[config.mk]
export PLATFORM = sky130hd
export DESIGN_NAME = bus_cycle_ctrl
export DESIGN_NICKNAME = d
export VERILOG_FILES = /design/src/rtl/bcc_pkg.sv /design/src/rtl/bcc_cfg_reg.sv /design/src/rtl/bcc_seq.sv /design/src/rtl/bus_cycle_ctrl.sv
export SDC_FILE = /design/constraint.sdc
export NUM_CORES = 1
export LEC_CHECK = 0
export BUFFER_PORTS_ARGS = -buffer_cell sky130_fd_sc_hd__buf_4
export CAP_MARGIN = 20
export CORE_MARGIN = 4
export CORE_UTILIZATION = 27
export CTS_CLUSTER_DIAMETER = 200
export DETAILED_ROUTE_END_ITERATION = 10
export SLEW_MARGIN = 5
export SYNTH_ARGS = -nofsm -noshare
export SYNTH_HDL_FRONTEND = slang
export SYNTH_SLANG_ARGS = --single-unit
[constraint.sdc]
create_clock -name clk -period 1.8 [get_ports clk]
set_input_delay 0.27 -clock clk [delete_from_list [all_inputs] [get_ports clk]]
set_output_delay 0.27 -clock clk [all_outputs]
set_load 0.01 [all_outputs]
[src/rtl/bcc_pkg.sv]
package bcc_pkg;
  typedef enum logic [1:0] {
    K_FETCH = 2'b00,
    K_READ  = 2'b01,
    K_WRITE = 2'b10,
    K_ALTRD = 2'b11
  } kind_e;

  function automatic logic is_fetch(input kind_e k);
    return k == K_FETCH;
  endfunction
endpackage

[src/rtl/bcc_cfg_reg.sv]
module bcc_cfg_reg #(
  parameter int CW = 2,
  localparam int RW = 3 * CW + 2
) (
  input  logic          clk,
  input  logic          rst_n,
  input  logic          we,
  input  logic [RW-1:0] wdata,
  output logic [CW-1:0] fetch_len_m1,
  output logic [CW-1:0] read_len_m1,
  output logic [CW-1:0] write_len_m1,
  output logic          pf_en,
  output logic          bc_en
);
  logic [RW-1:0] q;

  always_ff @(posedge clk or negedge rst_n) begin
    if (!rst_n) q <= '1;
    else if (we) q <= wdata;
  end

  assign fetch_len_m1 = q[CW-1:0];
  assign read_len_m1  = q[2*CW-1:CW];
  assign write_len_m1 = q[3*CW-1:2*CW];
  assign pf_en        = q[3*CW];
  assign bc_en        = q[3*CW+1];


  en_follow_chk: assert property (@(posedge clk) disable iff (!rst_n)
    we |=> (pf_en == $past(wdata[3*CW])) && (bc_en == $past(wdata[3*CW+1])));
endmodule

[src/rtl/bcc_seq.sv]
module bcc_seq
  import bcc_pkg::*;
#(
  parameter int CW = 2
) (
  input  logic          clk,
  input  logic          rst_n,
  input  logic          start,
  input  kind_e         start_kind,
  input  logic [CW-1:0] start_len_m1,
  input  logic          stall,
  input  logic          abort,
  output logic          busy,
  output kind_e         kind,
  output logic          last,
  output logic          done
);
  logic [CW-1:0] cnt_q;
  logic          fetch_hold, fetch_kill;

  assign fetch_kill = busy && is_fetch(kind) && abort;
  assign fetch_hold = busy && is_fetch(kind) && stall && !abort;
  assign last       = busy && (cnt_q == '0) && !fetch_kill && !fetch_hold;

  always_ff @(posedge clk or negedge rst_n) begin
    if (!rst_n) begin
      busy  <= 1'b0;
      kind  <= K_FETCH;
      cnt_q <= '0;
      done  <= 1'b0;
    end else begin
      done <= 1'b0;
      if (start) begin
        busy  <= 1'b1;
        kind  <= start_kind;
        cnt_q <= start_len_m1;
      end else if (fetch_kill) begin
        busy <= 1'b0;
      end else if (fetch_hold) begin
        cnt_q <= cnt_q;
      end else if (last) begin
        busy <= 1'b0;
        done <= 1'b1;
      end else if (busy) begin
        cnt_q <= cnt_q - 1'b1;
      end
    end
  end


  abort_kills_chk: assert property (@(posedge clk) disable iff (!rst_n)
    (busy && kind == K_FETCH && abort) |=> (!busy && !done));

  stall_holds_chk: assert property (@(posedge clk) disable iff (!rst_n)
    (busy && kind == K_FETCH && stall && !abort) |=> (busy && $stable(cnt_q)));

  start_busy_chk: assert property (@(posedge clk) disable iff (!rst_n)
    start |=> busy);

  done_after_busy_chk: assert property (@(posedge clk) disable iff (!rst_n)
    done |-> ($past(busy) && !busy));
endmodule

[src/rtl/bus_cycle_ctrl.sv]
module bus_cycle_ctrl
  import bcc_pkg::*;
#(
  parameter int AW = 16,
  parameter int DW = 8,
  parameter int CW = 2,
  localparam int RW = 3 * CW + 2
) (
  input  logic          clk,
  input  logic          rst_n,
  input  logic          cfg_we,
  input  logic [RW-1:0] cfg_wdata,
  output logic          pf_en,
  output logic          bc_en,
  input  logic          req_valid,
  output logic          req_ready,
  input  logic [1:0]    req_kind,
  input  logic [AW-1:0] req_addr,
  input  logic [DW-1:0] req_wdata,
  input  logic          pf_stall,
  input  logic          fetch_abort,
  output logic          fetch_stb,
  output logic          rd_stb,
  output logic          wr_stb,
  output logic          addr_valid,
  output logic [AW-1:0] bus_addr,
  output logic [DW-1:0] bus_wdata,
  input  logic [DW-1:0] bus_rdata,
  output logic          done,
  output logic [DW-1:0] rdata
);
  logic [CW-1:0] f_len, r_len, w_len, sel_len;
  logic          busy, last, start;
  kind_e         kind, in_kind;

  bcc_cfg_reg #(.CW(CW)) u_cfg (
    .clk(clk), .rst_n(rst_n), .we(cfg_we), .wdata(cfg_wdata),
    .fetch_len_m1(f_len), .read_len_m1(r_len), .write_len_m1(w_len),
    .pf_en(pf_en), .bc_en(bc_en)
  );

  assign in_kind   = kind_e'(req_kind);
  assign req_ready = !busy;
  assign start     = req_valid && req_ready;

  always_comb begin
    unique case (in_kind)
      K_FETCH: sel_len = f_len;
      K_WRITE: sel_len = w_len;
      default: sel_len = r_len;
    endcase
  end

  bcc_seq #(.CW(CW)) u_seq (
    .clk(clk), .rst_n(rst_n), .start(start), .start_kind(in_kind),
    .start_len_m1(sel_len), .stall(pf_stall), .abort(fetch_abort),
    .busy(busy), .kind(kind), .last(last), .done(done)
  );

  assign fetch_stb  = busy && kind == K_FETCH;
  assign wr_stb     = busy && kind == K_WRITE;
  assign rd_stb     = busy && (kind == K_READ || kind == K_ALTRD);
  assign addr_valid = busy;

  always_ff @(posedge clk or negedge rst_n) begin
    if (!rst_n) begin
      bus_addr  <= '0;
      bus_wdata <= '0;
      rdata     <= '0;
    end else begin
      if (start) begin
        bus_addr  <= req_addr;
        bus_wdata <= req_wdata;
      end
      if (last && kind != K_WRITE) rdata <= bus_rdata;
    end
  end


  one_strobe_chk: assert property (@(posedge clk) disable iff (!rst_n)
    $onehot0({fetch_stb, rd_stb, wr_stb}));

  busy_not_ready_chk: assert property (@(posedge clk) disable iff (!rst_n)
    (fetch_stb || rd_stb || wr_stb) |-> !req_ready);

  wdata_held_chk: assert property (@(posedge clk) disable iff (!rst_n)
    (wr_stb && !start) |=> (!wr_stb || $stable(bus_wdata)));

  addr_held_chk: assert property (@(posedge clk) disable iff (!rst_n)
    (addr_valid && !start) |=> (!addr_valid || start || $stable(bus_addr)));
endmodule

==> key figures, run 1 <==
Critical path
  • Reg2reg setup slack: about 0.39 ns
  • Startpoint Class: flip-flop
  • CP Capture Type: primary output
  • Data arrival, critical path: around 1.3 ns
  • Worst reg2reg endpoint: rdata[4]
  • Worst r2r path cells: 3
  • Kind of critical path: reg -> out
  • Cell Chain, Critical Path: inv_1 -> nor3b_1 -> buf_4
  • Number of cells on the critical path: 3
  • Critical path destination: wr_stb
  • Crit path max fanout: 10
  • Worst endpoint required time: 1.53 ns
  • CP peak stage delay: ~0.47 ns
  • Worst path slowest cell: dfrtp_2
  • Critical path origin: u_seq.busy
  • Cell family with most CP delay: flip-flops
  • Reg2reg start: u_seq.kind[1]
  • CP Buf/Inv Count: 2

Placed design
  • Placed Area: ~2700 um2
  • Placed Cells: about 360
  • Placer Congestion: between 0.7 and 0.8
  • Port bufs: 87
  • Final HPWL from detailed placement: between 3000 and 4000 um

Floorplan
  • DIE AREA: around 8500 um2
  • Die Y: 92.3 um
  • Row cnt: 30
  • IO Pins: slightly below 90
  • Initial Util: 0.281
  • Core area: slightly below 7000 um2
  • DIE WIDTH: about 90 um

CTS
  • TritonCTS clock tree: yes
  • Worst-skew pair later-pin latency: just under 0.3 ns
  • Root Driver: clkbuf_8
  • Clock Pin Slew Worst Setup and Hold Paths: 0.08 ns
  • Num Clock Sinks: 46
  • # H-tree levels: 2
  • CTS Buffer Depth: 2
  • CTS Buf Count: 5

Logic synthesis
  • Syn Area/Cell: 10.7 um2
  • Distinct cells, synth: 24
  • Syn Std Cell Area: 1920 um2
  • Post-synthesis sequential area ratio: 0.606
  • Post-synth EDFFs: 0
  • Synth async-reset ratio: 1.00
  • Top FF cell, synth: dfrtp_1
  • Post-synth net total: 228
  • Post-Syn Instances: around 180
  • #FFs+latches synth: 46
  • Syn. warnings: 0

Flow run
  • MaxCap Viol Count: 0

Global routing
  • Number of global-route vias before repair: 1579
  • Initial antenna violation count: 0
  • Gr ovfl total: 0
  • Largest net degree at the start of global routing: 47
  • GRT Util Overall: 0.112
  • First-pass GRT wire length: about 7600 um

STA
  • Worst slew pin tran: just under 0.6 ns
  • Relative slew margins: 0.612
  • Fmax achieved: 0.620 GHz
  • Final setup TNS: 0 ns
  • Min Tclk post-route: around 1.6 ns
  • Final Slew Violations: 0
  • Clock skew after layout: between 0.002 and 0.003 ns
  • RSZ-0062 raised after global routing: no
  • Hold violation total from the final report: 0
  • Tcrit/Tclk final: 0.896
  • # setup viols final: 0

Worst hold path
  • Hold crit path type: in -> reg

Finish
  • Final Non-Filler Cells: ~370
  • Final instance area: 2770 um2
  • Synthesis-to-layout area growth: 44.6%
  • Final Util: 0.406
  • Register Area: roughly 1200 um2
  • Fillers: 716
  • Number of diodes: 0
  • Share of cells above drive strength 1: 0.483
  • Multi-input gate area: around 700 um2
  • Final nets: 317

Drt
  • Detailed Routing Iterations Pass 1: 4
  • Met3 WL: 366 um
  • Routed WL: between 4000 and 5000 um
  • Met2 wire length: roughly 2000 um
  • DR vias/cell: between 4 and 5
  • Antenna Violating Nets Remaining: 0
  • Wire length per cell: about 12 um
  • DRC: 0
  • 1st-iter DRT viols: between 50 and 60
  • Total number of vias: between 1500 and 2000
  • Top sig layer: met4
  • Metal1 wirelength: 2050 um

Power
  • Sw frac: 0.348
  • Comb pwr share: 0.425
  • Reg power frac: 0.423
  • Pint: about 2.7 mW
  • Pwr dens: around 1500 nW/um2
  • VDD IR-drop max: between 0.6 and 0.7 mV
  • Psw: around 1.5 mW
  • Design Power: 4.21 mW
  • Cell leakage power: 1.42 nW
  • Clk pwr share: 0.153

Status
  • Status: finished clean
-- worst min-delay path, cell delays in order --
cell	delay, ns
buf_4	0.07
nand2_1	0.04
nand2_1	0.04
-- cells by family after synthesis --
family / synth area share
compound gates: 0.0581
mux: 0.106
fa+ha+maj: 0.00653
buf+inv: 0.0326
flops: 0.606
simple gates: 0.191
-- cell type report --
cell class              instances  area share
inverters                       3     0.00406
well taps                      96      0.0433
repair buffers                 91       0.247
clock buffers                   7      0.0312
flip-flops and latches         46       0.419
multi-input cells             121       0.253
clock inverters                 1     0.00181
-- Yosys cell counts, drive strengths merged, types with 2 or more instances --
| library cell | n | area, um2 |
|---|---|---|
| buf | 8 | 47.5 |
| dfstp | 8 | 210 |
| o311ai | 3 | 26.3 |
| dfrtp | 38 | 951 |
| mux2 | 18 | 203 |
| nand2 | 79 | 297 |
| nor3b | 2 | 15.0 |
| o211ai | 4 | 43.8 |
| nand2b | 3 | 18.8 |
| nor2 | 2 | 7.51 |
| nor2b | 2 | 12.5 |
| inv | 3 | 11.3 |
-- state kept, by name, summed over array words and instances, names as in the netlist --
signal / count
bus_wdata: 8
u_seq.busy: 1
u_seq.done: 1
bus_addr: 16
rdata: 8
u_seq.cnt_q: 2
u_seq.kind: 2
u_cfg.q: 8
-- power groups by stage --
stage | registers, mW | logic, mW | clock network, mW
6_report | 1.78 | 1.79 | 0.643
5_1_grt | 1.86 | 2.00 | 0.723
4_1_cts | 1.78 | 1.83 | 0.687
3_5_place_dp | 1.80 | 1.83 | 0
3_3_place_gp | 1.79 | 1.80 | 0
2_1_floorplan | 1.89 | 0.806 | 0
-- metrics by stage --
| stage | worst slack [ns] | hold slack, ns |
|---|---|---|
| 2_1_floorplan | 0.474 | -0.0256 |
| 3_3_place_gp | 0.412 | 0.314 |
| 3_5_place_dp | 0.379 | 0.326 |
| 4_1_cts | 0.0403 | 0.148 |
| 5_1_grt | 0.0836 | 0.152 |
| 6_report | 0.188 | 0.161 |
-- layout by cell type, fill, tap and decap left out, types with 2 or more instances in the layout --
master / n
mux2_2: 18
buf_4: 90
inv_1: 3
dfrtp_1: 37
dfstp_2: 8
o311ai_0: 2
clkbuf_8: 6
o211ai_1: 3
nor2_1: 2
nand2_1: 79
nand2b_1: 3
-- what timing repair did --
item / 4_1_cts / 5_1_grt
endpoints found under the setup margin: 0 / 2
hold buffers: 1 / 0
buffers inserted: 0 / 0
hold endpoints to repair: 11 / 0
resized for setup: 0 / 2
-- per-layer routing --
layer,vias to the layer above,track usage
met1,699,0.148
met3,5,0.0377
met4,0,0.0334
met2,64,0.172
met5,-,0
li1,756,-
-- worst min-delay path by stage --
stage	cells past startpoint	slack (ns)	endpoint	startpoint
finish	3	0.16	bus_wdata[0]	req_wdata[0]
global route	3	0.15	bus_wdata[7]	req_wdata[7]
CTS	3	0.15	bus_wdata[0]	req_wdata[0]
floorplan	0	-0.03	bus_addr[0]	rst_n
global placement	1	0.31	rdata[6]	rst_n
detailed placement	1	0.33	rdata[5]	rst_n
(Power assumes the default switching activity.)
==> run 2, diff against run 1 <==
- CORE_UTILIZATION: 27 -> 35
==> run 2 against run 1 <==
  * Fmax down 3.2%
  * Register-to-register slack lost 0.07 ns
  * Die area fell by 21%
  * Clock skew increased by 0.0044 ns
  * First-iteration DRC count increased by 3.6%
  * Critical path depth fell by 1
  * Utilization increased by 12 points
  * Sequential share of layout area is 0.55 points higher
  * Critical path type unchanged
==> key figures, run 2 (synthesis gave the netlist of run 1 again) <==
STA
  • # setup viols final: 0
  • Tcrit/Tclk final: 0.926
  • RSZ-0062 raised after global routing: no
  • Final Slew Violations: 0
  • Worst slew pin tran: about 0.57 ns
  • Hold violation total from the final report: 0
  • Relative slew margins: 0.619
  • Fmax achieved: about 0.60 GHz
  • Min Tclk post-route: around 1.7 ns
  • Final setup TNS: 0 ns
  • Clock skew after layout: approximately 0.0072 ns
  • Final worst slack: roughly 0.13 ns

Critical path
  • Kind of critical path: reg -> out
  • Crit path max fanout: 10
  • Startpoint Class: flip-flop
  • Worst endpoint required time: approximately 1.5 ns
  • CP Capture Type: primary output
  • Data arrival, critical path: roughly 1.4 ns

Placed design
  • Placement Setup Slack: ~0.34 ns
  • Final HPWL from detailed placement: 3160 um
  • Placer Congestion: roughly 0.73
  • Port bufs: 87

CTS
  • Worst-skew pair later-pin latency: between 0.2 and 0.3 ns
  • # resized after CTS: 0
  • TritonCTS clock tree: yes
  • # H-tree levels: 2
  • Clock Pin Slew Worst Setup and Hold Paths: 0.08 ns
  • CTS Buf Count: 5
  • CTS Hold Bufs: 1
  • Root Driver: clkbuf_8
  • Post-CTS Setup Inserts: 0
  • Num Clock Sinks: 46
  • CTS Buffer Depth: 2

Global routing
  • Gr ovfl total: 0
  • GRT Util Overall: 0.139
  • Initial antenna violation count: 0
  • Largest net degree at the start of global routing: 47
  • First-pass GRT wire length: ~7300 um
  • Number of global-route vias before repair: about 1600

Floorplan
  • Row cnt: 26
  • Core area: 5200 um2
  • IO Pins: 88
  • Initial Util: 0.368
  • DIE WIDTH: 82.0 um
  • Die Y: a little over 80 um
  • DIE AREA: 6720 um2

Drt
  • Met2 wire length: between 1500 and 2000 um
  • DRC: 0
  • Total number of vias: 1525
  • Top sig layer: met4
  • Metal1 wirelength: roughly 1900 um
  • Antenna Violating Nets Remaining: 0
  • Detailed Routing Iterations Pass 1: 4
  • Wire length per cell: 13.0 um
  • Routed WL: 4420 um
  • DR vias/cell: between 4 and 5
  • 1st-iter DRT viols: between 50 and 60
  • Met3 WL: about 550 um

Status
  • Status: finished clean

Finish
  • Most frequent cells in the layout: buf_4 (90), nand2_1 (79), dfrtp_1 (38), mux2_2 (18), dfstp_2 (8)
  • Number of diodes: 0
  • Share of cells above drive strength 1: 0.476
  • Most flop-heavy register: bus_addr
  • Fillers: between 500 and 600
  • Commonest non-fill, non-tap cell in the layout: buf_4
  • Synthesis-to-layout area growth: 42.6%
  • Largest register FFs: 16
  • Final nets: 317

Power
  • Pwr dens: between 1500 and 2000 nW/um2
  • VDD IR-drop max: 0.667 mV
  • Cell leakage power: around 1.4 nW

Worst hold path
  • Hold crit path type: in -> reg

Flow run
  • MaxCap Viol Count: 0
## run 2: per-stage QoR
| stage | hold WS, ns | total power [mW] | area [um2] | util | instances |
|---|---|---|---|---|---|
| final | 0.163 | 4.19 | 2730 | 0.525 | 339 |
| after global routing | 0.150 | 4.54 | 2730 | 0.525 | 339 |
| after CTS | 0.150 | 4.26 | 2730 | 0.525 | 339 |
| after detailed placement | 0.322 | 3.60 | 2630 | 0.506 | 330 |
| after global placement | 0.321 | 3.58 | 2630 | 0.506 | 330 |
| after floorplan | -0.0256 | 2.70 | 1920 | - | 179 |
## run 2: worst paths after layout
| path | from | endpoint | slack (ns) | cells after the start |
|---|---|---|---|---|
| max | u_seq.busy | fetch_stb | 0.13 | 2 |
| min | req_addr[3] | bus_addr[3] | 0.16 | 3 |
| max reg2reg | u_seq.busy | u_seq.kind[0] | 0.32 | 4 |
| min reg2reg | bus_wdata[5] | bus_wdata[5] | 0.48 | 2 |
| max in group asynchronous | rst_n | bus_addr[15] | 0.90 | 2 |
| min in group asynchronous | rst_n | bus_addr[9] | 0.52 | 2 |
## run 2: final cells by class
class                      instances  area, um2  share of cell area
clock buffer                       7       86.3              0.0316
clock inverter                     1       5.00             0.00183
inverter                           3       11.3             0.00412
multi-input combinational        121        696               0.255
sequential                        46       1160               0.425
tap                               70       87.6              0.0321
timing repair buffer              91        686               0.251
## run 2: critical path, cell delays in order, from the launching register on
cell and delay, ns:
dfrtp_1 0.54, nor3b_1 0.37, buf_4 0.19
## run 2: power breakdown
group          switching [mW]  internal (mW)  leakage [nW]  total [mW]
clock                   0.322          0.310        0.0482       0.632
combinational           0.841          0.951         0.816        1.79
sequential              0.291           1.48         0.550        1.77
## run 2: routing by layer
layer	global-route usage	up-vias
li1	-	756
met1	0.173	697
met2	0.224	66
met3	0.0592	6
met4	0.0332	0
met5	0	-
==> run 3, diff against run 2 <==
- SYNTH_HIERARCHICAL: default -> 1
==> run 3 against run 2 <==
  * Sequential share of layout area is 2.2 points lower
  * Count of clock-buffer cells in the layout decreased by 1
  * Global-route usage is 1.8 points lower
  * Final area grew 5.6%
  * Utilization down 0.42 points
  * Clock skew down 0.0038 ns
  * Setup slack better by 0.12 ns
  * Register-to-register slack hardly changed
  * Synthesized cell count decreased by 30%
  * Fmax grew 7.9%
==> key figures, run 3 <==
Finish
  • Synthesis-to-layout area growth: 44.3%
  • Fillers: between 500 and 600
  • Commonest non-fill, non-tap cell in the layout: buf_4
  • Most flop-heavy register: bus_addr
  • Share of cells above drive strength 1: 0.686
  • Most frequent cells in the layout: buf_4 (89), dfrtp_1 (38), mux2_4 (27), mux2_2 (15), dfstp_2 (8)
  • Largest register FFs: 16
  • Number of diodes: 0
  • Final nets: between 200 and 300
  • Final Non-Filler Cells: 292

Critical path
  • Cell Chain, Critical Path: inv_1 -> nor3_1 -> buf_4
  • CP peak stage delay: approximately 0.5 ns
  • Kind of critical path: reg -> out
  • Worst endpoint required time: 1.53 ns
  • Reg2reg setup slack: ~0.33 ns
  • Data arrival, critical path: between 1 and 1.5 ns
  • Crit path max fanout: 7
  • CP Capture Type: primary output
  • Reg2reg start: u_seq/cnt_q[0]
  • Worst reg2reg endpoint: rdata[6]
  • Startpoint Class: flip-flop
  • Worst path slowest cell: dfrtp_1
  • Worst r2r path cells: 7

STA
  • Clock skew after layout: ~0.0034 ns
  • Worst slew pin tran: 0.568 ns
  • Hold violation total from the final report: 0
  • RSZ-0062 raised after global routing: no
  • Relative slew margins: 0.621
  • Final setup TNS: 0 ns
  • Tcrit/Tclk final: 0.858
  • Final Slew Violations: 0
  • # setup viols final: 0
  • Min Tclk post-route: 1.54 ns
  • Fmax achieved: around 0.65 GHz

Global routing
  • Gr ovfl total: 0
  • Number of global-route vias before repair: approximately 1300
  • GRT Util Overall: 0.121
  • First-pass GRT wire length: about 6800 um
  • Largest net degree at the start of global routing: 47
  • Initial antenna violation count: 0

Logic synthesis
  • Syn. warnings: 6
  • Synth async-reset ratio: 1.00
  • Post-synth net total: approximately 180
  • Syn Std Cell Area: 2000 um2
  • Top cells by count, synth: dfrtp_1 (38), mux2_4 (27), mux2_2 (15), dfstp_2 (8), nand2_1 (6)
  • Top-count cell post-synth: dfrtp_1
  • Distinct cells, synth: 24
  • Post-synth EDFFs: 0
  • Syn Area/Cell: 15.9 um2
  • Post-synthesis sequential area ratio: 0.581
  • Post-Syn Instances: roughly 130
  • Share of Yosys cell area claimed by the top area cell type: 0.476
  • Cell type with the largest total area after synthesis: dfrtp_1
  • Synth top area cells: dfrtp_1 (48%), mux2_4 (20%), dfstp_2 (11%)
  • Top FF cell, synth: dfrtp_1
  • #FFs+latches synth: 46

Drt
  • Detailed Routing Iterations Pass 1: 3
  • 1st-iter DRT viols: 27
  • Total number of vias: ~1300
  • Wire length per cell: between 10 and 15 um
  • Antenna Violating Nets Remaining: 0
  • DRC: 0
  • Routed WL: 4040 um
  • DR vias/cell: 4.39

Floorplan
  • Initial Util: 0.361
  • Die Y: about 84 um
  • Row cnt: 27
  • DIE WIDTH: 83.6 um
  • IO Pins: 88
  • DIE AREA: between 6000 and 7000 um2
  • Core area: approximately 5500 um2

Power
  • Cell leakage power: 1.42 nW
  • Pwr dens: about 1700 nW/um2
  • VDD IR-drop max: approximately 0.57 mV

Status
  • Status: finished clean

Worst hold path
  • Hold_sp: req_addr[14]
  • Hold crit path type: in -> reg
  • WHS Path Cells: 2
  • Hold path endpoint: bus_addr[14]

Placed design
  • Placer Congestion: just under 0.7
  • Port bufs: just under 90
  • Final HPWL from detailed placement: 2990 um
  • Placed Cells: 283

CTS
  • Root Driver: clkbuf_8
  • # H-tree levels: 2
  • TritonCTS clock tree: yes
  • Worst-skew pair later-pin latency: around 0.29 ns
  • # resized after CTS: 0
  • CTS Buffer Depth: 2
  • Clock Pin Slew Worst Setup and Hold Paths: 0.08 ns
  • Num Clock Sinks: 46
  • CTS Buf Count: 5

Flow run
  • MaxCap Viol Count: 0
## run 3: changes by cell type after synthesis, sizes merged, moves of 3 or more
cell	previous run	this run
buf	8	5
mux2	18	42
nand2	79	6
o211ai	4	1
## run 3: cells by family after synthesis
family                     synth area share
muxes                                 0.297
DFF                                   0.581
AOI/OAI and AO/OA                    0.0432
and+or+nand+nor                      0.0369
adders and majority gates           0.00626
buffers and inverters                0.0357
## run 3: stage by stage
step	cell area (um2)	power, mW	util	hold WS [ns]	setup slack [ns]
6_report	2890	4.80	0.521	0.203	0.255
5_1_grt	2890	5.12	0.521	0.175	0.119
2_1_floorplan	2000	2.96	-	-0.0256	0.305
4_1_cts	2890	4.89	0.521	0.190	0.228
3_5_place_dp	2730	3.93	0.493	0.309	0.320
3_3_place_gp	2730	3.91	0.493	0.312	0.347
## run 3: routing by layer
layer / GRT usage / wire (um)
met1: 0.159 / 1860
met2: 0.190 / 1820
met3: 0.0464 / 326
met4: 0.0263 / 43
met5: 0 / 0
## run 3: worst max-delay path by stage
stage | start | endpoint | depth (start not counted)
after floorplan | u_seq/busy | u_seq/kind[0] | 5
after global placement | u_seq/cnt_q[0] | rdata[7] | 7
after detailed placement | u_seq/cnt_q[0] | rdata[6] | 7
after CTS | u_seq/busy | fetch_stb | 3
after global routing | u_seq/busy | fetch_stb | 3
final | u_seq/busy | wr_stb | 3
## run 3: worst max-delay path: cells and delay by family, from the launching register on
kind | cells | cell delay, ns
flip-flops | 1 | 0.50
buffers and inverters | 2 | 0.27
AND/OR/NAND/NOR | 1 | 0.21
## run 3: what timing repair did
item                      4_1_cts  5_1_grt
hold buffers                    1        0
hold endpoints to repair       38        0
setup buffers                   0        0
## run 3: report_power, final
group          internal (mW)  total [mW]  switching (mW)
registers               1.50        1.78           0.275
clock network          0.592       0.922           0.331
logic                   1.29        2.10           0.809
## run 3: layout make-up
cell class / instances / area, um2 / share of cell area
clock buffer: 6 / 82.6 / 0.0286
clock inverter: 2 / 60.1 / 0.0208
inverter: 5 / 18.8 / 0.00650
multi-input combinational: 70 / 774 / 0.268
sequential: 46 / 1160 / 0.402
tap: 72 / 90.1 / 0.0312
timing repair buffer: 91 / 698 / 0.242
